===== src/rtl/mse_pkg.sv =====
package mse_pkg;
  localparam int WORD_W = 32;
  typedef logic [WORD_W-1:0] word_t;

  function automatic word_t rotr(input word_t x, input int unsigned n);
    return (x >> n) | (x << (WORD_W - n));
  endfunction

  // low sigma applied to the word fifteen back
  function automatic word_t mix_far(input word_t x);
    return rotr(x, 7) ^ rotr(x, 18) ^ (x >> 3);
  endfunction

  // low sigma applied to the word two back
  function automatic word_t mix_near(input word_t x);
    return rotr(x, 17) ^ rotr(x, 19) ^ (x >> 10);
  endfunction

  function automatic word_t sched_word(input word_t m2, input word_t m7,
                                       input word_t m15, input word_t m16);
    return m16 + mix_far(m15) + m7 + mix_near(m2);
  endfunction
endpackage


===== src/rtl/mse_valid_chain.sv =====
module mse_valid_chain #(
  parameter int DEPTH = 3
) (
  input  logic clk,
  input  logic rst_n,
  input  logic vld_in,
  output logic vld_out
);
  logic [DEPTH-1:0] vld_q;

  generate
    if (DEPTH == 1) begin : g_one
      always_ff @(posedge clk or negedge rst_n) begin
        if (!rst_n) vld_q <= '0;
        else        vld_q <= vld_in;
      end
    end else begin : g_many
      always_ff @(posedge clk or negedge rst_n) begin
        if (!rst_n) vld_q <= '0;
        else        vld_q <= {vld_q[DEPTH-2:0], vld_in};
      end
    end
  endgenerate

  assign vld_out = vld_q[DEPTH-1];


  always @(posedge clk) begin
    if (!rst_n) begin
      reset_clear_chk: assert (vld_out == 1'b0)
        else $error("valid chain not cleared by reset");
    end
  end
endmodule


===== src/rtl/mse_datapath.sv =====
module mse_datapath
  import mse_pkg::*;
#(
  parameter int LATENCY = 3
) (
  input  logic  clk,
  input  word_t m2,
  input  word_t m7,
  input  word_t m15,
  input  word_t m16,
  output word_t result
);
  // sigma outputs brought out as named wires
  word_t far_mix_w, near_mix_w;
  assign far_mix_w  = mix_far(m15);
  assign near_mix_w = mix_near(m2);

  generate
    if (LATENCY == 1) begin : g_lat1
      word_t sum_q;
      always_ff @(posedge clk) sum_q <= m16 + far_mix_w + m7 + near_mix_w;
      assign result = sum_q;
    end else begin : g_lat3
      word_t w16_q, w7_q, fm_q, nm_q;
      word_t part_far_q, part_near_q;
      word_t sum_q;
      always_ff @(posedge clk) begin
        w16_q       <= m16;
        w7_q        <= m7;
        fm_q        <= far_mix_w;
        nm_q        <= near_mix_w;
        part_far_q  <= w16_q + fm_q;
        part_near_q <= w7_q + nm_q;
        sum_q       <= part_far_q + part_near_q;
      end
      assign result = sum_q;
    end
  endgenerate
endmodule


===== src/rtl/msg_sched_ext.sv =====
module msg_sched_ext #(
  parameter int LATENCY = 3
) (
  input  logic        clk,
  input  logic        rst_n,
  input  logic        in_valid,
  input  logic [31:0] w_m2,
  input  logic [31:0] w_m7,
  input  logic [31:0] w_m15,
  input  logic [31:0] w_m16,
  output logic        out_valid,
  output logic [31:0] w_new
);
  localparam int DEPTH = (LATENCY == 1) ? 1 : 3;
  localparam int WARM_W = $clog2(DEPTH + 1);

  mse_datapath #(.LATENCY(DEPTH)) u_dp (
    .clk(clk), .m2(w_m2), .m7(w_m7), .m15(w_m15), .m16(w_m16), .result(w_new)
  );

  mse_valid_chain #(.DEPTH(DEPTH)) u_vc (
    .clk(clk), .rst_n(rst_n), .vld_in(in_valid), .vld_out(out_valid)
  );

  // cycles since reset, saturating at the pipeline depth
  logic [WARM_W-1:0] warm_q;
  logic              warm_w;
  always_ff @(posedge clk or negedge rst_n) begin
    if (!rst_n)                         warm_q <= '0;
    else if (warm_q != WARM_W'(DEPTH))  warm_q <= warm_q + 1'b1;
  end
  assign warm_w = (warm_q == WARM_W'(DEPTH));


  valid_origin_chk: assert property (@(posedge clk) disable iff (!rst_n)
    (warm_w && out_valid) |-> $past(in_valid, DEPTH))
    else $error("output valid without matching input");


  valid_keep_chk: assert property (@(posedge clk) disable iff (!rst_n)
    (warm_w && $past(in_valid, DEPTH)) |-> out_valid)
    else $error("accepted input set lost");


  word_lat_chk: assert property (@(posedge clk) disable iff (!rst_n)
    (warm_w && out_valid) |->
      (w_new == $past(mse_pkg::sched_word(w_m2, w_m7, w_m15, w_m16), DEPTH)))
    else $error("result word mismatch at fixed latency");
endmodule


===== config.mk =====
export PLATFORM = sky130hd
export DESIGN_NAME = msg_sched_ext
export DESIGN_NICKNAME = d
export VERILOG_FILES = /design/src/rtl/mse_pkg.sv /design/src/rtl/mse_valid_chain.sv /design/src/rtl/mse_datapath.sv /design/src/rtl/msg_sched_ext.sv
export SDC_FILE = /design/constraint.sdc
export NUM_CORES = 1
export LEC_CHECK = 0
export ABC_AREA = 0
export BUFFER_PORTS_ARGS = -buffer_cell sky130_fd_sc_hd__clkbuf_2
export CAP_MARGIN = 20
export CORE_UTILIZATION = 41
export CTS_CLUSTER_DIAMETER = 40
export CTS_CLUSTER_SIZE = 12
export DETAILED_ROUTE_END_ITERATION = 8
export PLACE_DENSITY_LB_ADDON = 0.3
export RECOVER_POWER = 25
export SETUP_SLACK_MARGIN = 0.15
export SKIP_LAST_GASP = 1
export SYNTH_ARGS = -nofsm -noshare
export SYNTH_HDL_FRONTEND = slang
export SYNTH_SLANG_ARGS = --single-unit

===== constraint.sdc =====
create_clock -name clk -period 3.3 [get_ports clk]
set_input_delay 0.66 -clock clk [delete_from_list [all_inputs] [get_ports clk]]
set_output_delay 0.66 -clock clk [all_outputs]
set_load 0.02 [all_outputs]

==> metrics.md <==
| Metric | Value |
|---|---|
| Die Y-Extent | `161.5 um` |
| Worst hold path class | `in -> reg` |
| Layout net count | `1457` |
| Async set-reset flop share out of synthesis | `0.01322` |
| Vias/cell | `5.006` |
| Num rows | `58` |
| Top routing layer used | `met4` |
| Hold slack | `0.2468 ns` |
| Vias in the first global route | `8164` |
| FILL cells | `2341` |
| Number of I/O pins | `164` |
| IO buf count | `163` |
| DR vias | `7939` |
| Syn nets | `1263` |
| Skew final | `0.01783 ns` |
| Worst-skew pair later-pin latency | `0.51 ns` |
| Avg Synthesized Cell Area | `10.07 um^2` |
| Clock root buffer master | `clkbuf_16` |
| Worst-Margin Slew | `0.6129 ns` |
| Remaining DRCs | `0` |
| Post-synth top area share | `0.4300` |
| Crit start category | `register` |
| Largest cells by area after synthesis | `dfxtp_1, xnor2_1, ha_1` |
| Power density over the cells | `950.5 nW/um^2` |
| DRT Pass-1 Iters | `4` |
| Overflow after GRT | `0` |
| Flops & latches, synth | `227` |
| Clock Sinks | `227` |
| Met3 Wirelength | `989 um` |
| Worst-path clk slew | `0.06 ns` |
| Post-synth EDFFs | `0` |
| Most common cell after layout, fill and taps aside | `dfxtp_1` |
| WS Path Type | `reg -> reg` |
| Gpl congestion | `0.8762` |
| Fin. max-slew vios | `0` |
| Cell taking the most area after synthesis | `dfxtp_1` |
| VDD IR-drop max | `0.0005542 V` |
| TNS Setup | `0 ns` |
| Share of cells above drive strength 1 | `0.1911` |
| Syn Inst Count | `1036` |
| Final wirelength | `24.85 mm` |
| Core area | `25040 um^2` |
| Main synth FF type | `dfxtp_1` |
| Met1 WL | `11.30 mm` |
| Starting Density | `0.4165` |
| Die area | `26080 um^2` |
| Crit path max fanout | `4` |
| Met2 wire len | `11.70 mm` |
| Unique masters post-synth | `66` |
| Seq/Total Area, Yosys | `0.4372` |
| Synth warn | `0` |
| Longest Clk Path Bufs | `3` |
| Synth-to-Final Area Change | `22.88%` |
| Leakage | `5.615 nW` |
| DRT iter0 DRCs | `325` |
| CP Capture Type | `register` |
| Total GRT Usage | `0.1952` |
| RSZ-0062 raised after global routing | `no` |
| Maxcap violations | `0` |
| Hold Fails Final Rpt | `0` |
| Reg area | `4559 um^2` |
| Multi-input logic area | `5762 um^2` |
| Design area | `12810 um^2` |
| Post-Syn Area | `10430 um^2` |
| Antenna violations before repair | `0` |
| CTS tree | `yes` |
| Max Fclk | `0.3352 GHz` |
| First-pass GRT wire length | `40.25 mm` |
| Routed Antenna Nets | `0` |
| Fin crit share | `0.9041` |
| Most frequent cells in the layout | `dfxtp_1, clkbuf_2, xnor2_1` |
| Worst EP arrival | `3.40 ns` |
| WL/cell | `15.67 um` |
| Status | `finished, final reports clean` |
| Placement Cell Area | `11630 um^2` |
| Inserted Diodes | `0` |
| DIE WIDTH | `161.5 um` |
| DP HPWL | `20.02 mm` |
| Final min period | `2.984 ns` |
| Final setup viols | `0` |
| Largest net degree at the start of global routing | `13` |
| Overall power | `12.18 mW` |
| Slew Limit Headroom | `0.5876` |
| Num CTS Buffers | `36` |
| H-tree levels | `2` |
| Crit path required time | `3.72 ns` |
[layout make-up]
class                   instances  area share
inverters                      21    0.006151
multi-input cells             779      0.4496
clock inverters                23     0.01601
clock buffers                  41     0.07577
flip-flops and latches        227      0.3558
repair buffers                165     0.06444
well taps                     330     0.03222
[repair_timing]
item	in CTS	in global routing
hold buffers	1	0
endpoints found under the hold margin	3	0
resized for setup	0	1
setup buffers	0	0
endpoints found under the setup margin	0	1
[where the power goes]
| part | total, mW | internal (mW) | switching, mW |
|---|---|---|---|
| logic | 4.79 | 2.01 | 2.79 |
| registers | 3.79 | 3.51 | 0.289 |
| clock network | 3.59 | 2.23 | 1.36 |
| total | 12.2 | 7.74 | 4.44 |
[registers in the layout, indices dropped and copies added (netlist names)]
name                     cells
u_dp.g_lat3.w7_q            32
u_dp.g_lat3.part_near_q     32
u_dp.g_lat3.w16_q           32
u_dp.g_lat3.fm_q            32
u_dp.g_lat3.part_far_q      32
u_vc.vld_q                   3
u_dp.g_lat3.nm_q            32
u_dp.result                 32
[cell usage after synthesis (all sizes together) (8+ instances only)]
library cell    n
nand3          20
a211oi         16
nor3           21
dfxtp         224
nand4           8
a21oi          77
o21a           10
nand2b         11
ha             93
xnor2         154
o21ai          56
nand2          65
nor2b          10
nor2           53
and3           11
o21bai         12
inv            21
a31oi           8
xor2           39
a21o           35
[through the flow]
stage,setup slack (ns),util,instances
floorplan,0.7594,-,1036
global placement,0.3933,0.4645,1521
detailed placement,0.3517,0.4645,1521
CTS,0.2998,0.5119,1586
global route,0.1531,0.5118,1586
finish,0.3163,0.5118,1586
[cells by family after synthesis]
logic type | synth area share
fa+ha+maj | 0.1173
flops | 0.4372
buf+inv | 0.01092
mux | 0.0009598
simple gates | 0.1088
xor+xnor | 0.1621
compound gates | 0.1627
[final timing paths]
check	startpoint	endpoint	slack (ns)	cells past startpoint
max	u_dp.g_lat3.part_near_q[0]$_DFF_P_	u_dp.result[24]$_DFF_P_	0.32	10
min	w_m7[23]	u_dp.g_lat3.w7_q[23]$_DFF_P_	0.25	1
max reg2reg	u_dp.g_lat3.part_near_q[0]$_DFF_P_	u_dp.result[24]$_DFF_P_	0.32	10
min reg2reg	u_vc.vld_q[1]$_DFF_PN0_	u_vc.vld_q[2]$_DFF_PN0_	0.35	0
max in group asynchronous	rst_n	u_vc.vld_q[0]$_DFF_PN0_	2.71	2
min in group asynchronous	rst_n	u_vc.vld_q[2]$_DFF_PN0_	0.49	2
[worst max-delay path: stages, from the launching register on]
cell and delay [ns]:
dfxtp_1 0.31, ha_1 0.24, fa_1 0.42, a21o_1 0.20, a21oi_1 0.25, o211ai_2 0.18, o221a_2 0.30, a21oi_1 0.41
o21ai_1 0.18, o41ai_2 0.26, xnor2_1 0.16
[per-layer routing]
| layer | GRT usage | vias up |
|---|---|---|
| li1 | - | 4072 |
| met1 | 0.2443 | 3645 |
| met2 | 0.3327 | 165 |
| met3 | 0.02979 | 57 |
| met4 | 0.08362 | 0 |
| met5 | 0 | - |
Power figures use the tool's default switching activity.
